File: config.mk
export PLATFORM = sky130hd
export DESIGN_NAME = evt_ctr_bank
export DESIGN_NICKNAME = d
export VERILOG_FILES = /design/src/rtl/evt_ctr_pkg.sv /design/src/rtl/evt_ctr_filter.sv /design/src/rtl/evt_ctr_slot.sv /design/src/rtl/evt_ctr_capture.sv /design/src/rtl/evt_ctr_bank.sv
export SDC_FILE = /design/constraint.sdc
export NUM_CORES = 1
export LEC_CHECK = 0
export BUFFER_PORTS_ARGS = -buffer_cell sky130_fd_sc_hd__buf_2
export CORE_ASPECT_RATIO = 1.75
export CORE_MARGIN = 2
export CORE_UTILIZATION = 59
export CTS_BUF_LIST = sky130_fd_sc_hd__clkbuf_16
export DETAILED_ROUTE_END_ITERATION = 12
export PLACE_DENSITY = 0.93
export SLEW_MARGIN = 10
export SYNTH_ARGS = -nofsm -noshare
export SYNTH_HDL_FRONTEND = slang
export SYNTH_HIERARCHICAL = 1
export SYNTH_SLANG_ARGS = --single-unit
File: constraint.sdc
create_clock -name clk -period 3.2 [get_ports clk]
set_input_delay 0.32 -clock clk [delete_from_list [all_inputs] [get_ports clk]]
set_output_delay 0.32 -clock clk [all_outputs]
set_load 0.05 [all_outputs]
File: src/rtl/evt_ctr_pkg.sv
package evt_ctr_pkg;

    // privilege mode encoding seen on mode_i
    typedef enum logic [1:0] {
        MODE_USER   = 2'd0,
        MODE_KERNEL = 2'd1,
        MODE_LIB    = 2'd2,
        MODE_IDLE   = 2'd3
    } priv_mode_e;

    // configuration word field positions
    localparam int CFG_SEL_LSB   = 0;
    localparam int CFG_USER_BIT  = 8;
    localparam int CFG_KERN_BIT  = 9;
    localparam int CFG_LIB_BIT   = 10;
    localparam int CFG_IRQ_BIT   = 12;

    // register address map
    localparam int ADDR_W        = 4;
    localparam int ADDR_CTR_BASE = 0;
    localparam int ADDR_CFG_BASE = 4;
    localparam int ADDR_STATUS   = 8;
    localparam int ADDR_PC       = 9;

endpackage

File: src/rtl/evt_ctr_filter.sv
module evt_ctr_filter
    import evt_ctr_pkg::*;
#(
    parameter int NUM_EVT = 8,
    parameter int SEL_W   = 3
) (
    input  logic [NUM_EVT-1:0] evt_i,
    input  logic [1:0]         mode_i,
    input  logic [SEL_W-1:0]   sel_i,
    input  logic               en_user_i,
    input  logic               en_kern_i,
    input  logic               en_lib_i,
    output logic               hit_o
);

    logic evt_seen;
    logic mode_ok;

    always_comb begin
        evt_seen = 1'b0;
        for (int k = 0; k < NUM_EVT; k++) begin
            if (sel_i == SEL_W'(k)) begin
                evt_seen = evt_i[k];
            end
        end
        unique case (priv_mode_e'(mode_i))
            MODE_USER:   mode_ok = en_user_i;
            MODE_KERNEL: mode_ok = en_kern_i;
            MODE_LIB:    mode_ok = en_lib_i;
            default:     mode_ok = 1'b0;
        endcase
        hit_o = evt_seen & mode_ok;
    end

endmodule

File: src/rtl/evt_ctr_slot.sv
module evt_ctr_slot
    import evt_ctr_pkg::*;
#(
    parameter int CTR_W   = 16,
    parameter int NUM_EVT = 8,
    parameter int SEL_W   = 3,
    parameter int DATA_W  = 32
) (
    input  logic              clk,
    input  logic              rst_n,
    input  logic [NUM_EVT-1:0] evt_i,
    input  logic [1:0]        mode_i,
    input  logic              ctr_wr_i,
    input  logic              cfg_wr_i,
    input  logic [DATA_W-1:0] wdata_i,
    output logic [CTR_W-1:0]  count_o,
    output logic [DATA_W-1:0] cfg_word_o,
    output logic              irq_en_o,
    output logic              wrap_o
);

    typedef struct packed {
        logic [CTR_W-1:0] count;
        logic [SEL_W-1:0] sel;
        logic             en_user;
        logic             en_kern;
        logic             en_lib;
        logic             irq_en;
    } slot_state_t;

    slot_state_t state_d, state_q;
    logic        hit;

    evt_ctr_filter #(
        .NUM_EVT (NUM_EVT),
        .SEL_W   (SEL_W)
    ) u_filter (
        .evt_i     (evt_i),
        .mode_i    (mode_i),
        .sel_i     (state_q.sel),
        .en_user_i (state_q.en_user),
        .en_kern_i (state_q.en_kern),
        .en_lib_i  (state_q.en_lib),
        .hit_o     (hit)
    );

    always_comb begin
        state_d = state_q;
        wrap_o  = 1'b0;
        if (ctr_wr_i) begin
            state_d.count = wdata_i[CTR_W-1:0];
        end else if (hit) begin
            state_d.count = state_q.count + CTR_W'(1);
            wrap_o        = (state_q.count == {CTR_W{1'b1}});
        end
        if (cfg_wr_i) begin
            state_d.sel     = wdata_i[CFG_SEL_LSB +: SEL_W];
            state_d.en_user = wdata_i[CFG_USER_BIT];
            state_d.en_kern = wdata_i[CFG_KERN_BIT];
            state_d.en_lib  = wdata_i[CFG_LIB_BIT];
            state_d.irq_en  = wdata_i[CFG_IRQ_BIT];
        end
    end

    always_ff @(posedge clk) begin
        if (!rst_n) begin
            state_q <= '0;
        end else begin
            state_q <= state_d;
        end
    end

    always_comb begin
        cfg_word_o                            = '0;
        cfg_word_o[CFG_SEL_LSB +: SEL_W]      = state_q.sel;
        cfg_word_o[CFG_USER_BIT]              = state_q.en_user;
        cfg_word_o[CFG_KERN_BIT]              = state_q.en_kern;
        cfg_word_o[CFG_LIB_BIT]               = state_q.en_lib;
        cfg_word_o[CFG_IRQ_BIT]               = state_q.irq_en;
    end

    assign count_o  = state_q.count;
    assign irq_en_o = state_q.irq_en;

endmodule

File: src/rtl/evt_ctr_capture.sv
module evt_ctr_capture #(
    parameter int NUM_CTRS = 4,
    parameter int PC_W     = 32
) (
    input  logic                clk,
    input  logic                rst_n,
    input  logic [NUM_CTRS-1:0] wrap_i,
    input  logic                clr_wr_i,
    input  logic [NUM_CTRS-1:0] clr_mask_i,
    input  logic [NUM_CTRS-1:0] irq_en_i,
    input  logic [PC_W-1:0]     pc_i,
    output logic [NUM_CTRS-1:0] status_o,
    output logic [PC_W-1:0]     pc_o,
    output logic                irq_o
);

    typedef struct packed {
        logic [NUM_CTRS-1:0] status;
        logic [PC_W-1:0]     pc;
    } cap_state_t;

    cap_state_t cap_d, cap_q;

    always_comb begin
        cap_d = cap_q;
        if (clr_wr_i) begin
            cap_d.status = cap_q.status & ~clr_mask_i;
        end
        // a fresh overflow outranks a clear of the same bit
        cap_d.status = cap_d.status | wrap_i;
        // only the first unserviced overflow records its PC
        if ((|wrap_i) && (cap_q.status == '0)) begin
            cap_d.pc = pc_i;
        end
    end

    always_ff @(posedge clk) begin
        if (!rst_n) begin
            cap_q <= '0;
        end else begin
            cap_q <= cap_d;
        end
    end

    assign status_o = cap_q.status;
    assign pc_o     = cap_q.pc;
    assign irq_o    = |(cap_q.status & irq_en_i);

endmodule

File: src/rtl/evt_ctr_bank.sv
module evt_ctr_bank
    import evt_ctr_pkg::*;
#(
    parameter int NUM_CTRS = 4,
    parameter int CTR_W    = 16,
    parameter int NUM_EVT  = 8,
    parameter int PC_W     = 32,
    parameter int DATA_W   = 32
) (
    input  logic               clk,
    input  logic               rst_n,
    input  logic [NUM_EVT-1:0] evt_i,
    input  logic [1:0]         mode_i,
    input  logic [PC_W-1:0]    pc_i,
    input  logic               wr_en_i,
    input  logic [ADDR_W-1:0]  addr_i,
    input  logic [DATA_W-1:0]  wdata_i,
    output logic [DATA_W-1:0]  rdata_o,
    output logic               irq_o
);

    localparam int SEL_W = (NUM_EVT > 1) ? $clog2(NUM_EVT) : 1;

    logic [NUM_CTRS-1:0][CTR_W-1:0]  ctr_val;
    logic [NUM_CTRS-1:0][DATA_W-1:0] cfg_val;
    logic [NUM_CTRS-1:0]             ctr_wr;
    logic [NUM_CTRS-1:0]             cfg_wr;
    logic [NUM_CTRS-1:0]             irq_en;
    logic [NUM_CTRS-1:0]             wrap;
    logic [NUM_CTRS-1:0]             status_q;
    logic [PC_W-1:0]                 pc_cap_q;
    logic                            status_wr;

    assign status_wr = wr_en_i && (addr_i == ADDR_W'(ADDR_STATUS));

    for (genvar g = 0; g < NUM_CTRS; g++) begin : g_slot
        assign ctr_wr[g] = wr_en_i && (addr_i == ADDR_W'(ADDR_CTR_BASE + g));
        assign cfg_wr[g] = wr_en_i && (addr_i == ADDR_W'(ADDR_CFG_BASE + g));

        evt_ctr_slot #(
            .CTR_W   (CTR_W),
            .NUM_EVT (NUM_EVT),
            .SEL_W   (SEL_W),
            .DATA_W  (DATA_W)
        ) u_slot (
            .clk        (clk),
            .rst_n      (rst_n),
            .evt_i      (evt_i),
            .mode_i     (mode_i),
            .ctr_wr_i   (ctr_wr[g]),
            .cfg_wr_i   (cfg_wr[g]),
            .wdata_i    (wdata_i),
            .count_o    (ctr_val[g]),
            .cfg_word_o (cfg_val[g]),
            .irq_en_o   (irq_en[g]),
            .wrap_o     (wrap[g])
        );
    end

    evt_ctr_capture #(
        .NUM_CTRS (NUM_CTRS),
        .PC_W     (PC_W)
    ) u_capture (
        .clk        (clk),
        .rst_n      (rst_n),
        .wrap_i     (wrap),
        .clr_wr_i   (status_wr),
        .clr_mask_i (wdata_i[NUM_CTRS-1:0]),
        .irq_en_i   (irq_en),
        .pc_i       (pc_i),
        .status_o   (status_q),
        .pc_o       (pc_cap_q),
        .irq_o      (irq_o)
    );

    always_comb begin
        rdata_o = '0;
        for (int k = 0; k < NUM_CTRS; k++) begin
            if (addr_i == ADDR_W'(ADDR_CTR_BASE + k)) begin
                rdata_o = DATA_W'(ctr_val[k]);
            end
            if (addr_i == ADDR_W'(ADDR_CFG_BASE + k)) begin
                rdata_o = cfg_val[k];
            end
        end
        if (addr_i == ADDR_W'(ADDR_STATUS)) begin
            rdata_o = DATA_W'(status_q);
        end
        if (addr_i == ADDR_W'(ADDR_PC)) begin
            rdata_o = DATA_W'(pc_cap_q);
        end
    end

endmodule

==> impl_metrics.csv <==
group,metric,value,unit
setup_path,slowest_stage,"or4_4",
global_routing,grtUsageMet2,54.4,%
finish,layout-drive-gt1-share,17.5,%
finish,layout_common_cells,"nand2_1 (161), dfxtp_1 (128), mux2i_1 (120), conb_1 (100), buf_2 (96)",
die,boundaryPins,114,
synthesis,syn_area,0.00904,mm2
routing,drt-total-wl,26.0,mm
synthesis,synthMuxAreaShare,18.6,%
sta,setup-violations-final,0,
global_routing,grt_max_degree,108,
die,die-area,0.0164,mm2
cts,cts_resized,0,
global_routing,grt.total_usage,31.4,%
routing,drtPass1Iterations,6,
cts,clockBufferDepth,2,
routing,remaining_drc_errors,0,
global_routing,grt_pass1_vias,8311,
cts,cts.clk_slew.worst_paths,60,ps
placed_design,dp_slack,175,ps
sta,maxSlewViolCount,0,
setup_path,crit_fanout,19,
placed_design,place_inst,1302,
finish,antenna_cells,0,
die,die_h,168,um
placed_design,gp_congestion,0.944,
synthesis,synth-warning-count,6,
die,die_width,97.6,um
sta,tightestPinTransition,1100,ps
cts,hold_buffers,0,
sta,setup_ws,171,ps
placed_design,hpwl,17.1,mm
sta,fin_skew,14.1,ps
synthesis,synthXorXnorAreaFrac,5.43,%
global_routing,met1_usage,34.1,%
sta,fin_crit_sh,94.7,%
global_routing,antenna_found_initial,0,
worst_hold_path,hold_start,"pc_i[18]",
die,start_util,60.6,%
routing,drt_iter0_drc,980,
sta,slew_headroom,26.6,%
setup_path,crit_chain,"mux2i_1, nor3b_1, o31a_1, nand4_4, or4_4, nor4_1, buf_4, nor4_1, nor2_4, buf_12, mux2i_1",
sta,whs,136,ps
pwr,p_total,3.87,mW
die,core_area,0.0149,mm2
status,outcome,"finished, final reports clean",
cts,ctsHtreeMaxLevel,4,
worst_hold_path,hp-class,"in2reg",
finish,mostFrequentLayoutCell,"nand2_1",
setup_path,crit_type,"reg2reg",
finish,final_cells,1334,
placed_design,portBuffers,97,
routing,vias,8340,
cts,cts_setup_buffers,0,
sta,rsz0062_at_grt,"false",
sta,fin_setup_tns,0,ps
routing,wire_per_inst,19.5,um
synthesis,ys_ff_latch,128,
sta,hold_viol_final,0,
setup_path,critPathLaunchType,"flip-flop",
setup_path,critPathCaptureType,"flip-flop",
flow_run,cap_violations,0,
synthesis,synth_top_family_by_area,"simple AND/OR/NAND/NOR gates",
synthesis,synth.avg_cell_area,8.49,um2
synthesis,synth_fa_ha_area_share,0.554,%
finish,fin_util,65.5,%
cts,cts.sinks,128,
synthesis,synth-compound-area-share,14.6,%
routing,drt-vias-per-instance,6.25,
global_routing,grt_util_met3,6.22,%
cts,cts_tree,"yes",
finish,final_area,0.00976,mm2
pwr,power_density,397,mW/mm2
setup_path,cp.required,3530,ps
die,rows,59,
sta,max_freq,330,MHz
routing,drtAntennaViolNets,0,
finish,area_growth,8.03,%
pwr,ir_worst_vdd,343,uV
sta,min_period,3030,ps
placed_design,placed_cell_area,0.00925,mm2
synthesis,yosys.area_share.simple,19.0,%
cts,cts_root_buffer,"clkbuf_16",
pwr,leakagePower,3.81,nW
synthesis,syn_inst,1065,
global_routing,grt_busiest_layer,"met2",
setup_path,critPathArrivalTime,3360,ps
global_routing,overflow,0,
global_routing,grt_first_pass_wirelength,41.3,mm
cts,clkLatencyLatePin,430,ps
synthesis,yosysSeqAreaShare,28.3,%
setup_path,timing.rr.start,"g_slot[0].u_slot/cfg_word_o[2]",
finish,layout.nets,1223,
setup_path,cpPeakStageDelay,520,ps
cts,cts_inserted_buffers,17,
setup_path,startpoint,"g_slot[0].u_slot/cfg_word_o[2]",
synthesis,synth_cell_types,48,
finish,fillCellCount,1096,
==> critical path: cells and delay by family, from the launching register on <==
kind / cells / cell delay [ps]
AO/OA/AOI/OAI: 1 / 260
multiplexers: 2 / 380
flip-flops: 1 / 460
AND/OR/NAND/NOR: 6 / 1470
buffers and inverters: 2 / 360
==> state kept, by name, indices dropped and copies added, names as in the netlist <==
register / cells
g_slot.u_slot/cfg_word_o: 24
u_capture/pc_o: 32
u_capture/status_o: 4
g_slot.u_slot/count_o: 64
g_slot.u_slot/irq_en_o: 4
==> routing by layer <==
metal	share of wire [%]	routed length, um	up-vias
met5	0	0	-
met4	7.9	2060	0
met3	9.6	2490	186
met2	49	12700	568
met1	34	8740	3832
li1	-	-	3754
==> cell usage after synthesis (all sizes together) <==
| library cell | number | area (um2) |
|---|---|---|
| o221ai | 27 | 236 |
| o211a | 16 | 160 |
| nand2b | 9 | 58.8 |
| a32oi | 1 | 8.76 |
| o22ai | 6 | 37.5 |
| nor3 | 22 | 110 |
| conb | 4 | 15.0 |
| and2 | 6 | 37.5 |
| nor3b | 6 | 45.0 |
| o31a | 4 | 35.0 |
| o32ai | 1 | 8.76 |
| nand4 | 28 | 235 |
| nor2b | 34 | 213 |
| a221oi | 2 | 30.0 |
| nor2 | 25 | 109 |
| o311ai | 2 | 17.5 |
| nand3 | 8 | 40.0 |
| or3 | 4 | 25.0 |
| mux4 | 15 | 338 |
| ha | 4 | 50.1 |
| nand2 | 161 | 604 |
| o21ai | 59 | 295 |
| a21oi | 56 | 280 |
| dfxtp | 128 | 2560 |
| xnor2 | 40 | 350 |
| xor2 | 16 | 140 |
| inv | 18 | 67.6 |
| or4 | 5 | 56.3 |
| buf | 128 | 970 |
| a31oi | 4 | 25.0 |
| mux2 | 13 | 146 |
| a22oi | 21 | 158 |
| clkbuf | 42 | 158 |
| mux2i | 120 | 1200 |
| nand3b | 7 | 52.6 |
| a2111oi | 2 | 30.0 |
| nor4 | 21 | 131 |
==> path summary, 6_finish.rpt <==
kind | slack [ps] | cells past startpoint | endpoint
min reg2reg | 460 | 2 | u_capture/pc_o[15]
max reg2reg | 170 | 11 | u_capture/pc_o[9]
min | 140 | 3 | u_capture/pc_o[18]
max | 170 | 11 | u_capture/pc_o[9]
==> final cells by class <==
cell class,instances,area [um2],share of cell area [%]
clock inverter,15,82.6,0.846
timing repair buffer,128,746,7.64
multi-input combinational,845,5650,57.9
clock buffer,17,425,4.36
sequential,128,2560,26.2
tap,183,229,2.34
inverter,18,67.6,0.692
==> power breakdown <==
group / switching, mW / total (mW) / internal, mW
Combinational: 0.355 / 0.536 / 0.181
Sequential: 0.0330 / 1.65 / 1.62
Clock: 0.724 / 1.69 / 0.963
==> cell families (layout without fill, tap and decap cells) <==
kind of cell,after synthesis,in the layout
simple gates,336,336
xor+xnor,56,56
fa+ha+maj,4,4
mux,148,148
other cells,4,100
flops,128,128
buf+inv,188,178
compound gates,201,201
Note: power is estimated with default switching activity, not from simulation.
